$ cat config.mk
export PLATFORM = sky130hd
export DESIGN_NAME = keymx_scan
export DESIGN_NICKNAME = d
export VERILOG_FILES = /design/src/rtl/keymx_pkg.sv /design/src/rtl/keymx_col_seq.sv /design/src/rtl/keymx_row_filt.sv /design/src/rtl/keymx_key_cell.sv /design/src/rtl/keymx_scan.sv
export SDC_FILE = /design/constraint.sdc
export NUM_CORES = 2
export LEC_CHECK = 0
export BUFFER_PORTS_ARGS = -buffer_cell sky130_fd_sc_hd__buf_2
export CORE_ASPECT_RATIO = 0.8
export CORE_UTILIZATION = 44
export CTS_BUF_LIST = sky130_fd_sc_hd__clkbuf_4
export DETAILED_ROUTE_END_ITERATION = 10
export PLACE_DENSITY = 0.73
export SLEW_MARGIN = 20
export SYNTH_ARGS = -nofsm -noshare
export SYNTH_HDL_FRONTEND = slang
export SYNTH_SLANG_ARGS = --single-unit
$ cat constraint.sdc
create_clock -name clk_i -period 3.5 [get_ports clk_i]
set_input_delay 0.525 -clock clk_i [delete_from_list [all_inputs] [get_ports clk_i]]
set_output_delay 0.525 -clock clk_i [all_outputs]
set_load 0.01 [all_outputs]
$ cat src/rtl/keymx_pkg.sv
package keymx_pkg;
  typedef enum logic [1:0] {
    MODE_OFF  = 2'd0,
    MODE_SCAN = 2'd1,
    MODE_STBY = 2'd2
  } keymx_mode_e;

  function automatic int key_bit(int r, int c, int cols);
    return r * cols + c;
  endfunction
endpackage

$ cat src/rtl/keymx_col_seq.sv
module keymx_col_seq
  import keymx_pkg::*;
#(
  parameter int COLS      = 8,
  parameter int DWELL_CYC = 16,
  localparam int CW = (COLS > 1) ? $clog2(COLS) : 1,
  localparam int DW = (DWELL_CYC > 1) ? $clog2(DWELL_CYC) : 1
) (
  input  logic            clk_i,
  input  logic            rst_ni,
  input  keymx_mode_e     mode_i,
  input  logic [COLS-1:0] col_en_i,
  output logic [COLS-1:0] drv_o,
  output logic [CW-1:0]   col_idx_o,
  output logic            sample_o
);
  logic [DW-1:0] dwell_q;
  logic [CW-1:0] idx_q;
  logic          last_dwell;

  assign last_dwell = (dwell_q == DW'(DWELL_CYC - 1));

  always_ff @(posedge clk_i or negedge rst_ni) begin
    if (!rst_ni) begin
      dwell_q <= '0;
      idx_q   <= '0;
    end else if (mode_i != MODE_SCAN) begin
      dwell_q <= '0;
      idx_q   <= '0;
    end else if (last_dwell) begin
      dwell_q <= '0;
      idx_q   <= (idx_q == CW'(COLS - 1)) ? '0 : idx_q + 1'b1;
    end else begin
      dwell_q <= dwell_q + 1'b1;
    end
  end

  for (genvar c = 0; c < COLS; c++) begin : g_drv
    always_comb begin
      unique case (mode_i)
        MODE_SCAN: drv_o[c] = col_en_i[c] & (idx_q == CW'(c));
        MODE_STBY: drv_o[c] = col_en_i[c];
        default:   drv_o[c] = 1'b0;
      endcase
    end
  end

  assign col_idx_o = idx_q;
  assign sample_o  = (mode_i == MODE_SCAN) && last_dwell;
endmodule

$ cat src/rtl/keymx_row_filt.sv
module keymx_row_filt #(
  parameter int ROWS = 8,
  parameter int GL_W = 4
) (
  input  logic            clk_i,
  input  logic            rst_ni,
  input  logic [ROWS-1:0] row_i,
  input  logic [GL_W-1:0] glitch_min_i,
  output logic [ROWS-1:0] sync_o,
  output logic [ROWS-1:0] filt_o
);
  logic [ROWS-1:0] s1_q, s2_q;

  always_ff @(posedge clk_i or negedge rst_ni) begin
    if (!rst_ni) begin
      s1_q <= '1;
      s2_q <= '1;
    end else begin
      s1_q <= row_i;
      s2_q <= s1_q;
    end
  end

  for (genvar r = 0; r < ROWS; r++) begin : g_row
    logic [GL_W-1:0] cnt_q;
    logic            lvl_q;
    always_ff @(posedge clk_i or negedge rst_ni) begin
      if (!rst_ni) begin
        cnt_q <= '0;
        lvl_q <= 1'b1;
      end else if (s2_q[r] == lvl_q) begin
        cnt_q <= '0;
      end else if (cnt_q >= glitch_min_i) begin
        // level held long enough: accept it
        lvl_q <= s2_q[r];
        cnt_q <= '0;
      end else begin
        cnt_q <= cnt_q + 1'b1;
      end
    end
    assign filt_o[r] = lvl_q;
  end

  assign sync_o = s2_q;
endmodule

$ cat src/rtl/keymx_key_cell.sv
module keymx_key_cell #(
  parameter int DB_W = 4,
  parameter int LP_W = 8
) (
  input  logic            clk_i,
  input  logic            rst_ni,
  input  logic            sample_i,
  input  logic            raw_press_i,
  input  logic [DB_W-1:0] db_scans_i,
  input  logic [LP_W-1:0] long_scans_i,
  input  logic            press_clr_i,
  input  logic            rel_clr_i,
  output logic            state_o,
  output logic            press_o,
  output logic            rel_o,
  output logic            long_o
);
  logic [DB_W-1:0] need, cnt_q;
  logic [LP_W-1:0] held_q;
  logic            state_q, press_q, rel_q;
  logic            flip, ev_press, ev_rel;

  assign need     = (db_scans_i == '0) ? DB_W'(1) : db_scans_i;
  assign flip     = sample_i && (raw_press_i != state_q) && ((cnt_q + 1'b1) >= need);
  assign ev_press = flip && raw_press_i;
  assign ev_rel   = flip && !raw_press_i;

  always_ff @(posedge clk_i or negedge rst_ni) begin
    if (!rst_ni) begin
      cnt_q   <= '0;
      state_q <= 1'b0;
    end else if (sample_i) begin
      if (flip) begin
        state_q <= raw_press_i;
        cnt_q   <= '0;
      end else if (raw_press_i != state_q) begin
        cnt_q <= cnt_q + 1'b1;
      end else begin
        cnt_q <= '0;
      end
    end
  end

  always_ff @(posedge clk_i or negedge rst_ni) begin
    if (!rst_ni) begin
      held_q <= '0;
    end else if (ev_press) begin
      held_q <= '0;
    end else if (sample_i && state_q && raw_press_i && (held_q != '1)) begin
      held_q <= held_q + 1'b1;
    end
  end

  always_ff @(posedge clk_i or negedge rst_ni) begin
    if (!rst_ni) begin
      press_q <= 1'b0;
      rel_q   <= 1'b0;
    end else begin
      press_q <= (press_q & ~press_clr_i) | ev_press;
      rel_q   <= (rel_q & ~rel_clr_i) | ev_rel;
    end
  end

  assign state_o = state_q;
  assign press_o = press_q;
  assign rel_o   = rel_q;
  assign long_o  = state_q && (long_scans_i != '0) && (held_q >= long_scans_i);
endmodule

$ cat src/rtl/keymx_scan.sv
module keymx_scan
  import keymx_pkg::*;
#(
  parameter int ROWS      = 8,
  parameter int COLS      = 8,
  parameter int DWELL_CYC = 16,
  parameter int DB_W      = 4,
  parameter int GL_W      = 4,
  parameter int LP_W      = 8,
  localparam int NK = ROWS * COLS,
  localparam int CW = (COLS > 1) ? $clog2(COLS) : 1
) (
  input  logic            clk_i,
  input  logic            rst_ni,
  input  logic            scan_en_i,
  input  logic            standby_i,
  input  logic            wake_clr_i,
  input  logic [COLS-1:0] col_en_i,
  input  logic [ROWS-1:0] row_en_i,
  input  logic [DB_W-1:0] db_scans_i,
  input  logic [GL_W-1:0] glitch_min_i,
  input  logic [LP_W-1:0] long_scans_i,
  input  logic [ROWS-1:0] row_i,
  input  logic [ROWS-1:0] gpio_row_do_i,
  input  logic [ROWS-1:0] gpio_row_oe_i,
  input  logic [COLS-1:0] gpio_col_do_i,
  input  logic [COLS-1:0] gpio_col_oe_i,
  input  logic [NK-1:0]   press_clr_i,
  input  logic [NK-1:0]   rel_clr_i,
  output logic [COLS-1:0] col_do_o,
  output logic [COLS-1:0] col_oe_o,
  output logic [ROWS-1:0] row_do_o,
  output logic [ROWS-1:0] row_oe_o,
  output logic [ROWS-1:0] gpio_row_o,
  output logic [NK-1:0]   key_map_o,
  output logic [NK-1:0]   press_flag_o,
  output logic [NK-1:0]   rel_flag_o,
  output logic [NK-1:0]   long_o,
  output logic            wake_o
);
  keymx_mode_e     mode;
  logic            wake_q, stby_act, scan_act, smp_stb, any_low;
  logic [COLS-1:0] mat_drv;
  logic [CW-1:0]   col_idx;
  logic [ROWS-1:0] row_f;

  assign stby_act = standby_i & ~wake_q;
  assign scan_act = ~stby_act & (scan_en_i | wake_q);

  always_comb begin
    if (stby_act)      mode = MODE_STBY;
    else if (scan_act) mode = MODE_SCAN;
    else               mode = MODE_OFF;
  end

  assign any_low = |(~row_f & row_en_i);

  always_ff @(posedge clk_i or negedge rst_ni) begin
    if (!rst_ni)                  wake_q <= 1'b0;
    else if (stby_act && any_low) wake_q <= 1'b1;
    else if (wake_clr_i)          wake_q <= 1'b0;
  end
  assign wake_o = wake_q;

  keymx_col_seq #(.COLS(COLS), .DWELL_CYC(DWELL_CYC)) u_seq (
    .clk_i     (clk_i),
    .rst_ni    (rst_ni),
    .mode_i    (mode),
    .col_en_i  (col_en_i),
    .drv_o     (mat_drv),
    .col_idx_o (col_idx),
    .sample_o  (smp_stb)
  );

  keymx_row_filt #(.ROWS(ROWS), .GL_W(GL_W)) u_filt (
    .clk_i        (clk_i),
    .rst_ni       (rst_ni),
    .row_i        (row_i),
    .glitch_min_i (glitch_min_i),
    .sync_o       (gpio_row_o),
    .filt_o       (row_f)
  );

  // open drain: a matrix column only ever drives zero
  for (genvar c = 0; c < COLS; c++) begin : g_col_pad
    assign col_oe_o[c] = col_en_i[c] ? mat_drv[c] : gpio_col_oe_i[c];
    assign col_do_o[c] = col_en_i[c] ? 1'b0       : gpio_col_do_i[c];
  end
  assign row_oe_o = ~row_en_i & gpio_row_oe_i;
  assign row_do_o = ~row_en_i & gpio_row_do_i;

  for (genvar r = 0; r < ROWS; r++) begin : g_r
    for (genvar c = 0; c < COLS; c++) begin : g_c
      localparam int K = key_bit(r, c, COLS);
      keymx_key_cell #(.DB_W(DB_W), .LP_W(LP_W)) u_key (
        .clk_i        (clk_i),
        .rst_ni       (rst_ni),
        .sample_i     (smp_stb && (col_idx == CW'(c))),
        .raw_press_i  (row_en_i[r] & col_en_i[c] & ~row_f[r]),
        .db_scans_i   (db_scans_i),
        .long_scans_i (long_scans_i),
        .press_clr_i  (press_clr_i[K]),
        .rel_clr_i    (rel_clr_i[K]),
        .state_o      (key_map_o[K]),
        .press_o      (press_flag_o[K]),
        .rel_o        (rel_flag_o[K]),
        .long_o       (long_o[K])
      );
    end
  end
endmodule

==> metrics.txt <==
# TYPE chip_impl_metric gauge
chip_impl_metric{name="cell_internal_pwr",unit="µW"} 19500
chip_impl_metric{name="setup_slack",unit="ps"} -57.8
chip_impl_metric{name="clkSinkCount",unit=""} 1024
chip_impl_metric{name="die_w",unit="µm"} 457
chip_impl_metric{name="worstSkewPairLatency",unit="ps"} 1350
chip_impl_metric{name="syn_to_final_growth",unit="%"} 18.9
chip_impl_metric{name="final_core_utilization",unit=""} 0.526
chip_impl_metric{name="finalSetupTns",unit="ps"} -89.9
chip_impl_metric{name="finClkSkew",unit="ps"} 136
chip_impl_metric{name="global_route.usage.total",unit=""} 0.287
chip_impl_info{name="whs_endpoint",value="g_r[4].g_c[0].u_key.press_o"} 1
chip_impl_metric{name="static-leakage-power",unit="µW"} 0.0416
chip_impl_metric{name="io-pin-count",unit=""} 502
chip_impl_metric{name="relative_contribution_of_sequential_cells_to_total_power",unit=""} 0.443
chip_impl_metric{name="maxSlewViolCount",unit=""} 0
chip_impl_metric{name="power.clock.fraction",unit=""} 0.398
chip_impl_info{name="tritoncts",value="built"} 1
chip_impl_metric{name="yosys_register_bits",unit=""} 1024
chip_impl_info{name="startpoint_type",value="register"} 1
chip_impl_metric{name="p_sw_frac",unit=""} 0.321
chip_impl_metric{name="grt_pass1_wl",unit="µm"} 372000
chip_impl_metric{name="placement.cell_area",unit="mm²"} 0.0771
chip_impl_metric{name="grt_antenna_before_repair",unit=""} 22
chip_impl_metric{name="total_of_buffers_placed_on_input_and_output_ports",unit=""} 501
chip_impl_metric{name="core_area",unit="mm²"} 0.164
chip_impl_metric{name="clk_path_buf_depth",unit=""} 4
chip_impl_info{name="ys.flop_type",value="sky130_fd_sc_hd__dfrtp_1"} 1
chip_impl_metric{name="synth_warnings",unit=""} 0
chip_impl_info{name="worstReg2RegStart",value="g_r[1].g_c[5].u_key.held_q[0]"} 1
chip_impl_metric{name="netSwitchingPower",unit="µW"} 9210
chip_impl_info{name="cts.root.buffer_cell",value="sky130_fd_sc_hd__clkbuf_4"} 1
chip_impl_metric{name="worst_setup_hold_path_clk_slew",unit="ps"} 70
chip_impl_info{name="main_combinational_cell_family_by_area_after_synthesis",value="simple AND/OR/NAND/NOR gates"} 1
chip_impl_info{name="min-delay-start",value="press_clr_i[32]"} 1
chip_impl_info{name="critical_path.reg2reg.endpoint",value="g_r[1].g_c[5].u_key.held_q[0]"} 1
chip_impl_metric{name="p_comb_frac",unit=""} 0.158
chip_impl_metric{name="drtIter0Drc",unit=""} 5490
chip_impl_info{name="failed_checks",value="negative setup slack"} 1
chip_impl_metric{name="finalInstanceArea",unit="mm²"} 0.0864
chip_impl_info{name="grt_setup_unrepaired",value="true"} 1
chip_impl_metric{name="max-cap-violations",unit=""} 0
chip_impl_metric{name="grt_pass1_vias",unit=""} 64900
chip_impl_metric{name="max_slew_margin",unit=""} 0.216
chip_impl_metric{name="min_period_over_period",unit=""} 1.02
chip_impl_metric{name="wirelength",unit="µm"} 245000
chip_impl_metric{name="synth_simple_gate_area_frac",unit=""} 0.204
chip_impl_info{name="synth_area_leader_cell",value="sky130_fd_sc_hd__dfrtp_1"} 1
chip_impl_metric{name="drt-wirelength-per-cell",unit="µm"} 21.5
chip_impl_metric{name="detailedPlacementHpwl",unit="µm"} 170000
chip_impl_metric{name="synth_enable_flop_cells",unit=""} 0
chip_impl_info{name="holdCritPathClass",value="in -> reg"} 1
chip_impl_info{name="end_kind",value="output port"} 1
chip_impl_metric{name="setup_violations",unit=""} 3
chip_impl_metric{name="cp.arrival",unit="ps"} 3030
chip_impl_metric{name="min_delay_path_depth",unit=""} 4
chip_impl_metric{name="netlist_area",unit="mm²"} 0.0727
chip_impl_metric{name="vias",unit=""} 66600
chip_impl_metric{name="via_per_inst",unit=""} 5.83
chip_impl_metric{name="drt-pass1-iter-count",unit=""} 6
chip_impl_metric{name="grt_start_max_net_pins",unit=""} 189
chip_impl_metric{name="syn-mean-instance-area",unit="µm²"} 9.04
chip_impl_metric{name="design_power_total",unit="µW"} 28700
chip_impl_info{name="ys_top_cells_by_area",value="sky130_fd_sc_hd__dfrtp_1 34%, sky130_fd_sc_hd__ha_1 15%, sky130_fd_sc_hd__xnor2_1 6.3%, sky130_fd_sc_hd__nor2_1 3.6%, sky130_fd_sc_hd__nand2_1 3.6%"} 1
chip_impl_metric{name="achievable-frequency",unit="MHz"} 281
chip_impl_metric{name="floorplan.initialDensity",unit=""} 0.443
chip_impl_metric{name="num_rows",unit=""} 133
chip_impl_metric{name="time_the_final_worst_path_needs_with_i_o_delays_and_setup",unit="ps"} 3560
chip_impl_metric{name="synth_largest_type_area_fraction",unit=""} 0.344
chip_impl_metric{name="yosysSeqAreaShare",unit=""} 0.353
chip_impl_metric{name="die_y",unit="µm"} 366
chip_impl_metric{name="critical_path_peak_fanout",unit=""} 2
chip_impl_metric{name="worst_slew_pin_slew",unit="ps"} 1170
chip_impl_metric{name="number_of_cells_on_the_worst_reg_to_reg_path",unit=""} 26
chip_impl_metric{name="yosys.cell_types.count",unit=""} 73
chip_impl_metric{name="synthXorXnorAreaFrac",unit=""} 0.0681
chip_impl_metric{name="routabilityCongestion",unit=""} 0.913
chip_impl_metric{name="floorplan.die_area",unit="mm²"} 0.167
chip_impl_metric{name="compound_gate_fraction_of_synth_area",unit=""} 0.140
chip_impl_metric{name="worst_ep_required_time",unit="ps"} 2970
chip_impl_info{name="setup.worst_path.class",value="reg -> out"} 1
chip_impl_metric{name="power-per-cell-area",unit="mW/mm²"} 332
chip_impl_metric{name="num-nets-final",unit=""} 10100
chip_impl_info{name="outcome",value="complete, but fails checks"} 1
chip_impl_metric{name="number_of_standard_cells_after_synthesis",unit=""} 8046
chip_impl_metric{name="h_tree_level_count",unit=""} 5
chip_impl_metric{name="tritoncts.num_buffers",unit=""} 308
chip_impl_metric{name="drt_drc_violations_left",unit=""} 0
chip_impl_metric{name="post_synthesis_mux_area_share",unit=""} 0.0145
chip_impl_metric{name="postSynthNetCount",unit=""} 9130
chip_impl_metric{name="route.antenna.remaining_nets",unit=""} 0
chip_impl_metric{name="r2r_setup_slack",unit="ps"} 40
chip_impl_metric{name="timing.final.hold_violations",unit=""} 0
chip_impl_metric{name="fillers",unit=""} 14600
chip_impl_metric{name="synth_async_sr_flop_share",unit=""} 1.00
chip_impl_metric{name="drive_gt1_frac",unit=""} 0.173
chip_impl_metric{name="synthAdderAreaFrac",unit=""} 0.160
chip_impl_metric{name="overflow",unit=""} 0
chip_impl_metric{name="worst_ir_drop_vdd",unit="µV"} 370
-- cell usage after synthesis (184+ instances only) --
library cell	n
sky130_fd_sc_hd__o211ai_1	219
sky130_fd_sc_hd__dfrtp_1	1000
sky130_fd_sc_hd__nand2b_1	222
sky130_fd_sc_hd__o21ai_0	347
sky130_fd_sc_hd__nand3_1	277
sky130_fd_sc_hd__buf_4	262
sky130_fd_sc_hd__a21oi_1	284
sky130_fd_sc_hd__nor2b_1	184
sky130_fd_sc_hd__xnor2_1	523
sky130_fd_sc_hd__nor2_1	704
sky130_fd_sc_hd__nor3_1	214
sky130_fd_sc_hd__ha_1	879
sky130_fd_sc_hd__inv_1	432
sky130_fd_sc_hd__nand2_1	690
-- worst max-delay path by stage --
stage | start | to | slack (ps) | cells after the start
6_report | g_r[1].g_c[5].u_key.held_q[0] | long_o[13] | -60 | 10
5_1_grt | g_r[1].g_c[5].u_key.held_q[0] | long_o[13] | -180 | 10
4_1_cts | g_r[7].g_c[2].u_key.held_q[0] | long_o[58] | -150 | 8
3_5_place_dp | db_scans_i[3] | g_r[0].g_c[6].u_key.held_q[5] | 280 | 10
3_3_place_gp | long_scans_i[0] | long_o[12] | 310 | 10
2_1_floorplan | db_scans_i[3] | g_r[7].g_c[7].u_key.state_o | 30 | 8
-- state kept, by name (all words and copies together) (netlist names), 8 cells and up --
name	flops
g_r.g_c.u_key.press_o	64
g_r.g_c.u_key.cnt_q	256
g_r.g_c.u_key.state_o	64
u_filt.g_row.cnt_q	32
u_filt.g_row.lvl_q	8
g_r.g_c.u_key.held_q	512
u_filt.s1_q	8
u_filt.sync_o	8
g_r.g_c.u_key.rel_o	64
-- layer usage --
| layer | GRT usage | wire length [µm] | part of all wire |
|---|---|---|---|
| met5 | 0 | 25 | 0.00010 |
| met4 | 0.189 | 16600 | 0.068 |
| met3 | 0.0608 | 20400 | 0.083 |
| met2 | 0.449 | 108000 | 0.44 |
| met1 | 0.359 | 99800 | 0.41 |
-- layout by cell type (no fill, tap or decap), drive strengths merged, types with 219 or more instances in the layout --
master       Yosys  routed
nor2           704     704
clkbuf         184     432
buf            309     832
o21ai          348     348
nand2          690     690
nand3          278     278
dfrtp         1000    1000
nand2b         222     222
inv            432     434
a21oi          284     284
dlygate4sd3      0     358
ha             879     879
o211ai         219     219
xnor2          523     523
-- logic make-up (layout without fill, tap and decap cells) --
logic type                 count (synthesis)  in the layout
and+or+nand+nor                         2952           2952
adders and majority gates                940            940
AOI/OAI and AO/OA                       1536           1536
buffers and inverters                    925           2120
DFF                                     1024           1024
other                                      0             12
xor gates and xnor gates                 565            565
muxes                                    104            104
-- power groups by stage --
stage	logic [µW]	clock network [µW]	registers, µW
after floorplan	2170	0	12400
after global placement	3880	0	12900
after detailed placement	4000	0	12900
after CTS	4440	11700	12700
after global routing	4880	12300	12700
final	4550	11400	12700
-- critical path: stages (launching register included) --
cell and delay (ps):
sky130_fd_sc_hd__dfrtp_1 400, sky130_fd_sc_hd__inv_2 70, sky130_fd_sc_hd__buf_4 110, sky130_fd_sc_hd__ha_4 190, sky130_fd_sc_hd__nand2b_4 130, sky130_fd_sc_hd__a21oi_2 140, sky130_fd_sc_hd__nor2b_1 60, sky130_fd_sc_hd__o211ai_1 170
sky130_fd_sc_hd__a31oi_1 100, sky130_fd_sc_hd__buf_4 180, sky130_fd_sc_hd__buf_6 120
-- through the flow --
stage,hold WS (ps),worst slack (ps),std cells
CTS,9.42,-150,11400
global route,102,-179,11400
detailed placement,347,280,10400
finish,141,-57.8,11400
global placement,346,312,10400
floorplan,229,28.4,8046
-- final cells by class --
type,instances,area [µm²],share of cell area
Inverter,432,1650,0.0191
Clock inverter,66,314,0.00363
Multi-Input combinational cell,6097,43700,0.506
Clock buffer,432,3240,0.0375
Tap cell,2160,2700,0.0313
Antenna cell,12,30.0,0.000347
Sequential cell,1024,25700,0.297
Timing Repair Buffer,1190,9100,0.105
-- timing repair --
item                                    in CTS  in global routing
gates resized for setup                    142                 86
hold buffers                               359                  0
pin swaps                                   86                 92
gates cloned                                 0                  0
hold endpoints to repair                  1365                  0
buffers inserted                           112                 21
endpoints found under the setup margin      68                 50
(Power assumes the default switching activity.)
